File: src/rtl/pic_init_pkg.sv
`timescale 1ns/1ps
package pic_init_pkg;
  localparam int DW = 8;
  localparam int BASE_W = 5;
  localparam int ID_W = 3;
  // opening-word bit positions
  localparam int W1_MARK = 4;
  localparam int W1_LVL  = 3;
  localparam int W1_INTV = 2;
  localparam int W1_SNGL = 1;
  localparam int W1_MODE = 0;
  // mode-word bit positions
  localparam int MW_CPU  = 0;
  localparam int MW_AEOI = 1;
  localparam int MW_MS   = 2;
  localparam int MW_BUF  = 3;
  localparam int MW_SFNM = 4;

  typedef enum logic [2:0] {
    ST_IDLE, ST_BASE, ST_CASC, ST_MODE, ST_READY
  } seq_state_e;
endpackage

File: src/rtl/pic_seq_fsm.sv
`timescale 1ns/1ps
module pic_seq_fsm
  import pic_init_pkg::*;
(
  input  logic clk_i,
  input  logic rst_ni,
  input  logic start_i,
  input  logic odd_wr_i,
  input  logic single_i,
  input  logic need_mode_i,
  output logic take_base_o,
  output logic take_casc_o,
  output logic take_mode_o,
  output logic take_mask_o,
  output logic done_o
);
  seq_state_e state_q, state_d;

  always_comb begin
    state_d = state_q;
    if (start_i) state_d = ST_BASE;
    else if (odd_wr_i) begin
      unique case (state_q)
        ST_BASE: state_d = !single_i ? ST_CASC : (need_mode_i ? ST_MODE : ST_READY);
        ST_CASC: state_d = need_mode_i ? ST_MODE : ST_READY;
        ST_MODE: state_d = ST_READY;
        default: state_d = state_q;
      endcase
    end
  end

  always_ff @(posedge clk_i or negedge rst_ni)
    if (!rst_ni) state_q <= ST_IDLE;
    else         state_q <= state_d;

  assign take_base_o = odd_wr_i && !start_i && state_q == ST_BASE;
  assign take_casc_o = odd_wr_i && !start_i && state_q == ST_CASC;
  assign take_mode_o = odd_wr_i && !start_i && state_q == ST_MODE;
  assign take_mask_o = odd_wr_i && !start_i && state_q == ST_READY;
  assign done_o      = state_q == ST_READY;

  // a cascade word is never taken in single-controller operation
  p_no_casc_single_r5: assert property (@(posedge clk_i) disable iff (!rst_ni)
    take_casc_o |-> !single_i);
  // the sequence only completes on an odd write
  p_done_on_odd_r8: assert property (@(posedge clk_i) disable iff (!rst_ni)
    $rose(done_o) |-> $past(odd_wr_i));
endmodule

File: src/rtl/pic_cfg_regs.sv
`timescale 1ns/1ps
module pic_cfg_regs
  import pic_init_pkg::*;
(
  input  logic              clk_i,
  input  logic              rst_ni,
  input  logic              start_i,
  input  logic              take_base_i,
  input  logic              take_casc_i,
  input  logic              take_mode_i,
  input  logic              done_i,
  input  logic [DW-1:0]     wdata_i,
  input  logic              sp_role_i,
  output logic              level_trig_o,
  output logic              intv4_o,
  output logic              single_o,
  output logic              need_mode_o,
  output logic [BASE_W-1:0] vec_base_o,
  output logic [DW-1:0]     casc_o,
  output logic [ID_W-1:0]   slave_id_o,
  output logic              cpu_mode_o,
  output logic              auto_eoi_o,
  output logic              buffered_o,
  output logic              is_master_o,
  output logic              sfnm_o
);
  logic ms_bit_q;

  always_ff @(posedge clk_i or negedge rst_ni) begin
    if (!rst_ni) begin
      level_trig_o <= 1'b0;
      intv4_o      <= 1'b0;
      single_o     <= 1'b0;
      need_mode_o  <= 1'b0;
      vec_base_o   <= '0;
      casc_o       <= '0;
      cpu_mode_o   <= 1'b0;
      auto_eoi_o   <= 1'b0;
      buffered_o   <= 1'b0;
      ms_bit_q     <= 1'b0;
      sfnm_o       <= 1'b0;
    end else if (start_i) begin
      level_trig_o <= wdata_i[W1_LVL];
      intv4_o      <= wdata_i[W1_INTV];
      single_o     <= wdata_i[W1_SNGL];
      need_mode_o  <= wdata_i[W1_MODE];
      vec_base_o   <= '0;
      casc_o       <= '0;
      cpu_mode_o   <= 1'b0;
      auto_eoi_o   <= 1'b0;
      buffered_o   <= 1'b0;
      ms_bit_q     <= 1'b0;
      sfnm_o       <= 1'b0;
    end else begin
      if (take_base_i) vec_base_o <= wdata_i[DW-1:DW-BASE_W];
      if (take_casc_i) casc_o <= wdata_i;
      if (take_mode_i) begin
        cpu_mode_o <= wdata_i[MW_CPU];
        auto_eoi_o <= wdata_i[MW_AEOI];
        buffered_o <= wdata_i[MW_BUF];
        ms_bit_q   <= wdata_i[MW_MS];
        sfnm_o     <= wdata_i[MW_SFNM];
      end
    end
  end

  assign slave_id_o  = casc_o[ID_W-1:0];
  assign is_master_o = buffered_o ? ms_bit_q : sp_role_i;

  // without a mode word every mode field stays clear
  p_nomode_zero_r6: assert property (@(posedge clk_i) disable iff (!rst_ni)
    (done_i && !need_mode_o) |-> !(cpu_mode_o || auto_eoi_o || buffered_o || sfnm_o));
  // vector base only moves on an opening word or a base write
  p_base_stable_r4: assert property (@(posedge clk_i) disable iff (!rst_ni)
    (!start_i && !take_base_i) |=> $stable(vec_base_o));
endmodule

File: src/rtl/pic_mask_reg.sv
`timescale 1ns/1ps
module pic_mask_reg #(
  parameter int W = 8
) (
  input  logic         clk_i,
  input  logic         rst_ni,
  input  logic         clr_i,
  input  logic         load_i,
  input  logic [W-1:0] d_i,
  output logic [W-1:0] q_o
);
  always_ff @(posedge clk_i or negedge rst_ni)
    if (!rst_ni)     q_o <= '0;
    else if (clr_i)  q_o <= '0;
    else if (load_i) q_o <= d_i;
endmodule

File: src/rtl/pic_init_seq.sv
`timescale 1ns/1ps
module pic_init_seq
  import pic_init_pkg::*;
(
  input  logic              clk_i,
  input  logic              rst_ni,
  input  logic              wr_en_i,
  input  logic              addr_i,
  input  logic [DW-1:0]     wdata_i,
  input  logic              sp_role_i,
  output logic              init_done_o,
  output logic              init_start_o,
  output logic              level_trig_o,
  output logic              intv4_o,
  output logic              single_o,
  output logic [BASE_W-1:0] vec_base_o,
  output logic [DW-1:0]     casc_o,
  output logic [ID_W-1:0]   slave_id_o,
  output logic              cpu_mode_o,
  output logic              auto_eoi_o,
  output logic              buffered_o,
  output logic              is_master_o,
  output logic              sfnm_o,
  output logic [DW-1:0]     mask_o
);
  logic start, odd_wr, need_mode;
  logic take_base, take_casc, take_mode, take_mask;

  assign start  = wr_en_i && !addr_i && wdata_i[W1_MARK];
  assign odd_wr = wr_en_i && addr_i;

  always_ff @(posedge clk_i or negedge rst_ni)
    if (!rst_ni) init_start_o <= 1'b0;
    else         init_start_o <= start;

  pic_seq_fsm u_fsm (
    .clk_i, .rst_ni,
    .start_i(start), .odd_wr_i(odd_wr),
    .single_i(single_o), .need_mode_i(need_mode),
    .take_base_o(take_base), .take_casc_o(take_casc),
    .take_mode_o(take_mode), .take_mask_o(take_mask),
    .done_o(init_done_o)
  );

  pic_cfg_regs u_cfg (
    .clk_i, .rst_ni,
    .start_i(start), .take_base_i(take_base), .take_casc_i(take_casc),
    .take_mode_i(take_mode), .done_i(init_done_o),
    .wdata_i, .sp_role_i,
    .level_trig_o, .intv4_o, .single_o, .need_mode_o(need_mode),
    .vec_base_o, .casc_o, .slave_id_o,
    .cpu_mode_o, .auto_eoi_o, .buffered_o, .is_master_o, .sfnm_o
  );

  pic_mask_reg #(.W(DW)) u_mask (
    .clk_i, .rst_ni,
    .clr_i(start), .load_i(take_mask), .d_i(wdata_i), .q_o(mask_o)
  );

  // an opening word clears done and mask next cycle
  p_start_clears_r2: assert property (@(posedge clk_i) disable iff (!rst_ni)
    (wr_en_i && !addr_i && wdata_i[W1_MARK]) |=> (!init_done_o && mask_o == '0 && init_start_o));
  // start pulse is one cycle wide unless another opening word arrives
  p_start_pulse_r2: assert property (@(posedge clk_i) disable iff (!rst_ni)
    init_start_o && !(wr_en_i && !addr_i && wdata_i[W1_MARK]) |=> !init_start_o);
  // mask changes only by an odd write while done, or by an opening word
  p_mask_hold_r9: assert property (@(posedge clk_i) disable iff (!rst_ni)
    !(wr_en_i && addr_i && init_done_o) && !(wr_en_i && !addr_i && wdata_i[W1_MARK])
      |=> $stable(mask_o));
  // once done, an odd write lands in the mask
  p_mask_load_r8: assert property (@(posedge clk_i) disable iff (!rst_ni)
    (wr_en_i && addr_i && init_done_o) |=> mask_o == $past(wdata_i));
endmodule

File: config.mk
export PLATFORM = sky130hd
export DESIGN_NAME = pic_init_seq
export DESIGN_NICKNAME = d
export VERILOG_FILES = /design/src/rtl/pic_init_pkg.sv /design/src/rtl/pic_seq_fsm.sv /design/src/rtl/pic_cfg_regs.sv /design/src/rtl/pic_mask_reg.sv /design/src/rtl/pic_init_seq.sv
export SDC_FILE = /design/constraint.sdc
export NUM_CORES = 1
export LEC_CHECK = 0
export CAP_MARGIN = 20
export CORE_MARGIN = 5
export CORE_UTILIZATION = 35
export CTS_CLUSTER_DIAMETER = 50
export CTS_CLUSTER_SIZE = 16
export DETAILED_ROUTE_END_ITERATION = 8
export GPL_TIMING_DRIVEN = 0
export PLACE_DENSITY = 0.68
export SLEW_MARGIN = 0
export SYNTH_ARGS = -nofsm -noshare
export SYNTH_HDL_FRONTEND = slang
export SYNTH_HIERARCHICAL = 1
export SYNTH_SLANG_ARGS = --single-unit
File: constraint.sdc
create_clock -name clk_i -period 1.8 [get_ports clk_i]
set_clock_uncertainty 0.1 [all_clocks]
set_input_delay 0.27 -clock clk_i [delete_from_list [all_inputs] [get_ports clk_i]]
set_output_delay 0.27 -clock clk_i [all_outputs]
set_load 0.05 [all_outputs]
==> metrics.md, run 1 <==
| Metric | Value |
|---|---|
| Area Growth Syn to Fin | `43.48%` |
| DRT antenna net count | `0` |
| Highest clock rate | `568.1 MHz` |
| Die ar. | `5749 um2` |
| Worst hold stages | `1` |
| Die Wd | `75.83 um` |
| Final core utilization | `51.03%` |
| Worst Tran Pin Value | `0.7589 ns` |
| Share of cells above drive strength 1 | `21.43%` |
| WP depth | `1` |
| Worst-Skew Late Latency | `0.28 ns` |
| Core Area | `4264 um2` |
| Drt initial violations | `50` |
| Final Net Count | `194` |
| Largest delay share family, worst path | `buffers and inverters` |
| Number of global-route vias before repair | `1288` |
| Pin count of the biggest net entering global routing | `35` |
| Starting density of the core | `35.56%` |
| Port Buf Inserts | `46` |
| Number of buffers created by CTS | `5` |
| CTS Root Cell | `clkbuf_8` |
| Final-report max-slew violation count | `0` |
| GP Congestion | `0.8772` |
| Syn. warnings | `6` |
| Post-Syn Instances | `126` |
| Synth top area share | `56.11%` |
| Post-synth top cells | `dfrtp_1 (34), nor2_1 (27), mux2i_1 (26)` |
| Worst Hold Class | `flip-flop to flip-flop` |
| Antenna diodes | `0` |
| Library cells used by synthesis | `25` |
| DR vias/cell | `4.799` |
| Clock sink total | `34` |
| H-tree levels | `2` |
| Fill cells | `390` |
| Worst-path fanout max | `1` |
| Critical path class | `flip-flop to output port` |
| Crit-path cells | `clkdlybuf4s50_1` |
| Status | `completed` |
| WL final | `3832 um` |
| RSZ-0062 raised after global routing | `false` |
| Setup TNS | `0 ns` |
| Worst path slowest cell | `clkdlybuf4s50_1` |
| Synth area leader | `dfrtp_1` |
| Ys async rst share | `100.0%` |
| CP Launch Type | `flip-flop` |
| Vias | `1123` |
| Reg2Reg Depth | `5` |
| CTS clock-pin slew for the worst setup and hold paths | `0.06 ns` |
| Hold Worst Slack | `0.4094 ns` |
| Number of synthesized register bits | `34` |
| Num ports | `47` |
| Die height | `75.83 um` |
| DR pass1 iterations | `4` |
| MaxCap Viol Count | `0` |
| Rows | `24` |
| Detail Placement HPWL | `2728 um` |
| PD cells | `1473 nW/um2` |
| Gr usage total | `14.87%` |
| Rel. slew slack | `49.40%` |
| Post-layout min period | `1.760 ns` |
| Max IR drop VDD | `0.7183 mV` |
| Gr ovfl total | `0` |
| Seq/Total Area, Yosys | `56.11%` |
| Initial antenna violation count | `0` |
| Period utilization | `97.79%` |
| Pleak | `1.074 nW` |
| Mean area per synthesized cell | `12.04 um2` |
| WL/cell | `16.38 um` |
| CTS tree | `built` |
| Post-synth top flop | `dfrtp_1` |
| Crit end category | `output port` |
| Mapped cell area | `1516 um2` |
| Drt drc | `0` |
| Post-synth EDFFs | `0` |
| Endpoints failing setup | `0` |
| First-pass GRT wire length | `6361 um` |
| Worst EP required | `1.43 ns` |
| Total power | `3.206 mW` |
| CP max stage delay | `0.79 ns` |
| Buf/Inv on CP | `1` |
| Final Hold Viols | `0` |
| CTS max path bufs | `2` |
| Most area-consuming cells after synthesis | `dfrtp_1 (56%), mux2i_1 (17%), nor2_1 (6.7%)` |
| Syn Nets | `139` |
| Crit path DAT | `1.39 ns` |
| Top-count cell post-synth | `dfrtp_1` |
-- registers in the layout (all words and copies together), names as in the netlist --
name and flops:
u_fsm/state_q 3, u_cfg/ms_bit_q 1, u_mask/q_o 8, u_cfg/need_mode_o 1, init_start_o 1, u_cfg/cpu_mode_o 1, u_cfg/sfnm_o 1, u_cfg/auto_eoi_o 1
u_cfg/buffered_o 1, u_cfg/level_trig_o 1, u_cfg/casc_o 8, u_cfg/single_o 1, u_cfg/vec_base_o 5, u_cfg/intv4_o 1
-- through the flow --
stage                     cells  setup WS [ns]  cell area, um2
after floorplan             126      -0.005530            1538
after global placement      224        -0.5503            2063
after detailed placement    224        -0.6168            2058
after CTS                   234       0.005476            2163
after global routing        234       0.001313            2176
final                       234        0.03984            2176
-- cells by family after synthesis --
| group | share of synthesized area [%] |
|---|---|
| compound gates | 3.713 |
| buf+inv | 5.115 |
| flops | 56.11 |
| simple gates | 13.95 |
| mux | 21.12 |
-- path summary, 6_finish.rpt --
kind,endpoint,start,slack (ns)
setup / recovery,init_start_o,init_start_o,0.04
setup reg to reg,u_cfg/casc_o[0],u_fsm/state_q[0],0.20
hold / removal,u_cfg/intv4_o,u_cfg/intv4_o,0.41
min in group asynchronous,u_cfg/casc_o[1],rst_ni,0.51
hold reg to reg,u_cfg/intv4_o,u_cfg/intv4_o,0.41
max in group asynchronous,u_fsm/state_q[0],rst_ni,0.57
-- final cells by class --
type	count	area, um2	area share, %
Buffer	10	82.58	3.795
Tap cell	52	65.06	2.990
Sequential cell	34	853.3	39.22
Multi-Input combinational cell	81	631.9	29.04
Timing Repair Buffer	48	429.2	19.72
Inverter	1	3.754	0.1725
Clock buffer	8	110.1	5.060
-- routing by layer --
metal	track usage (%)	wire length, um
met1	18.44	1624
met2	23.57	1894
met3	5.277	271
met4	6.019	42
met5	0	0
-- report_power, final --
group	switching (mW)	total [mW]	internal (mW)
Combinational	0.965	1.41	0.448
Sequential	0.177	1.14	0.961
Clock	0.268	0.654	0.386
-- cells in the final DEF, fill, tap and decap left out, types with 2 or more instances in the layout --
master            n
a21oi_1           2
buf_2             2
buf_4             7
buf_6             3
clkbuf_8          8
clkdlybuf4s50_1  11
dfrtp_1          32
dfrtp_2           2
dlygate4sd2_1    32
mux2_2            4
mux2i_1          26
nand2_1           2
nand2b_1          2
nand2b_4          2
nor2_1           27
nor3_1            2
o21a_1            2
-- timing repair --
item / 4_1_cts / 5_1_grt
pin swaps: 1 / 1
setup buffers: 1 / 0
hold buffers: 1 / 0
hold endpoints to repair: 34 / 0
resized for setup: 43 / 8
setup endpoints to repair: 59 / 20
Power figures use the tool's default switching activity.
==> run 2, diff against run 1 <==
- CTS_CLUSTER_SIZE: 16 -> 10
- SKIP_LAST_GASP: not set -> 1
==> run 2 against run 1 <==
Clock power is essentially flat. Die area is the same. Sequential share of layout area unchanged. Count of clock-buffer cells in the layout did not move. Critical path type unchanged. Largest power group unchanged.
==> metrics.md, run 2 (same netlist as run 1, synthesis figures left out) <==
| Metric | Value |
|---|---|
| Status | `completed (unchanged)` |
| Final-report max-slew violation count | `0 (unchanged)` |
| Initial antenna violation count | `0 (unchanged)` |
| Pre-CTS setup slack | `-0.6168 ns (unchanged)` |
| DR pass1 iterations | `4 (unchanged)` |
| Drt drc | `0 (unchanged)` |
| CTS tree | `built (unchanged)` |
| Drt initial violations | `50 (unchanged)` |
| Die ar. | `5749 um2 (unchanged)` |
| Port Buf Inserts | `46 (unchanged)` |
| Rows | `24 (unchanged)` |
| Endpoints failing setup | `0 (unchanged)` |
| Critical path class | `flip-flop to output port (unchanged)` |
| Share of cells above drive strength 1 | `21.43% (unchanged)` |
| Gr ovfl total | `0 (unchanged)` |
| Pin count of the biggest net entering global routing | `35 (unchanged)` |
| Core Area | `4264 um2 (unchanged)` |
| Worst Hold Class | `flip-flop to flip-flop (unchanged)` |
| Final Net Count | `194 (unchanged)` |
| Num ports | `47 (unchanged)` |
| PnR worst setup slack | `0.03984 ns (about the same)` |
| Worst EP required | `1.43 ns (about the same)` |
| H-tree levels | `2 (unchanged)` |
| DRT antenna net count | `0 (unchanged)` |
| Starting density of the core | `35.56% (unchanged)` |
| Vias | `1120 (was 1123)` |
| Crit end category | `output port (unchanged)` |
| Crit path DAT | `1.39 ns (about the same)` |
| Inst Count DP | `224 (unchanged)` |
| WL final | `3822 um (was 3832 um)` |
| Regs by FF count | `u_cfg/casc_o: 8 flops, u_mask/q_o: 8 flops, u_cfg/vec_base_o: 5 flops (unchanged)` |
| Clock sink total | `34 (unchanged)` |
| Hold Worst Slack | `0.4094 ns (unchanged)` |
| Final core utilization | `51.03% (unchanged)` |
| Worst R2R Setup Slack | `0.21 ns (was 0.20 ns)` |
| Detail Placement HPWL | `2728 um (unchanged)` |
| Pleak | `1.073 nW (was 1.074 nW)` |
| Gr usage total | `14.87% (unchanged)` |
| Area Growth Syn to Fin | `43.48% (unchanged)` |
| DR vias/cell | `4.786 (was 4.799)` |
| Die Wd | `75.83 um (unchanged)` |
| MaxCap Viol Count | `0 (unchanged)` |
| Highest clock rate | `568.1 MHz (about the same)` |
| Rel. slew slack | `49.41% (was 49.40%)` |
| Largest delay share family, worst path | `buffers and inverters (unchanged)` |
| Max IR drop VDD | `0.7182 mV (was 0.7183 mV)` |
| Total power | `3.204 mW (was 3.206 mW)` |
| GP Congestion | `0.8772 (unchanged)` |
| Worst-Skew Late Latency | `0.28 ns (about the same)` |
| CP Launch Type | `flip-flop (unchanged)` |
| Worst Tran Pin Value | `0.7589 ns (about the same)` |
| WL/cell | `16.33 um (was 16.38 um)` |
| Die height | `75.83 um (unchanged)` |
| Number of global-route vias before repair | `1288 (unchanged)` |
| CTS Root Cell | `clkbuf_8 (unchanged)` |
| Most frequent cells in the layout | `dfrtp_1 (32), dlygate4sd2_1 (32), nor2_1 (27), mux2i_1 (26), clkdlybuf4s50_1 (11) (unchanged)` |
| CP max stage delay | `0.79 ns (about the same)` |
| Period utilization | `97.79% (about the same)` |
| Crit-path cells | `clkdlybuf4s50_1 (unchanged)` |
| CTS max path bufs | `2 (unchanged)` |
| Post-layout min period | `1.760 ns (about the same)` |
| Final std cells w/o fill | `234 (unchanged)` |
| RSZ-0062 raised after global routing | `false (unchanged)` |
| Antenna diodes | `0 (unchanged)` |
| PD cells | `1472 nW/um2 (was 1473 nW/um2)` |
| Worst-path fanout max | `1 (unchanged)` |
| Buf/Inv on CP | `1 (unchanged)` |
| Number of buffers created by CTS | `5 (unchanged)` |
| CTS clock-pin slew for the worst setup and hold paths | `0.06 ns (about the same)` |
| Final Hold Viols | `0 (unchanged)` |
| First-pass GRT wire length | `6361 um (unchanged)` |
| Worst path slowest cell | `clkdlybuf4s50_1 (unchanged)` |
## run 2: changes by cell type in the layout (fill, tap and decap cells not counted), sizes merged
cell    delta
clkbuf     +2
buf        -2
## run 2: what timing repair did
action                                  4_1_cts  5_1_grt
hold buffers                                  1        0
pin swaps                                     1        1
endpoints found under the setup margin       59       20
gates resized for setup                      41        7
hold endpoints to repair                     34        0
buffers inserted                              1        0
## run 2: through the flow
stage	setup TNS [ns]	instance area [um2]
after floorplan	-0.04424	1538
after global placement	-26.38	2063
after detailed placement	-15.64	2058
after CTS	-0.09637	2161
after global routing	0	2176
final	0	2176
## run 2: power breakdown
| group | total [mW] | switching (mW) | leakage, nW | internal [mW] |
|---|---|---|---|---|
| Combinational | 1.41 | 0.964 | 0.564 | 0.447 |
| Clock | 0.654 | 0.268 | 0.0575 | 0.386 |
| Sequential | 1.14 | 0.176 | 0.451 | 0.961 |
## run 2: final cells by class
type,count,area (um2)
plain buffers,10,82.58
clock buffers,8,110.1
fillers,390,2088
inverters,1,3.754
multi-input cells,81,631.9
flip-flops and latches,34,853.3
well taps,52,65.06
repair buffers,48,429.2
## run 2: path summary, 6_finish.rpt
kind                                  startpoint          endpoint  cells past startpoint
max in group asynchronous                 rst_ni  u_fsm/state_q[0]                      2
min in group asynchronous                 rst_ni   u_cfg/casc_o[1]                      2
worst max register to register  u_fsm/state_q[0]   u_cfg/casc_o[0]                      5
worst min register to register     u_cfg/intv4_o     u_cfg/intv4_o                      1
worst max-delay path                init_start_o      init_start_o                      1
worst min-delay path               u_cfg/intv4_o     u_cfg/intv4_o                      1
## run 2: per-layer routing
metal	vias to the layer above	wire length, um	track usage [%]
li1	533	-	-
met1	545	1627	18.44
met2	38	1887	23.57
met3	4	265	5.277
met4	0	42	6.019
met5	-	0	0
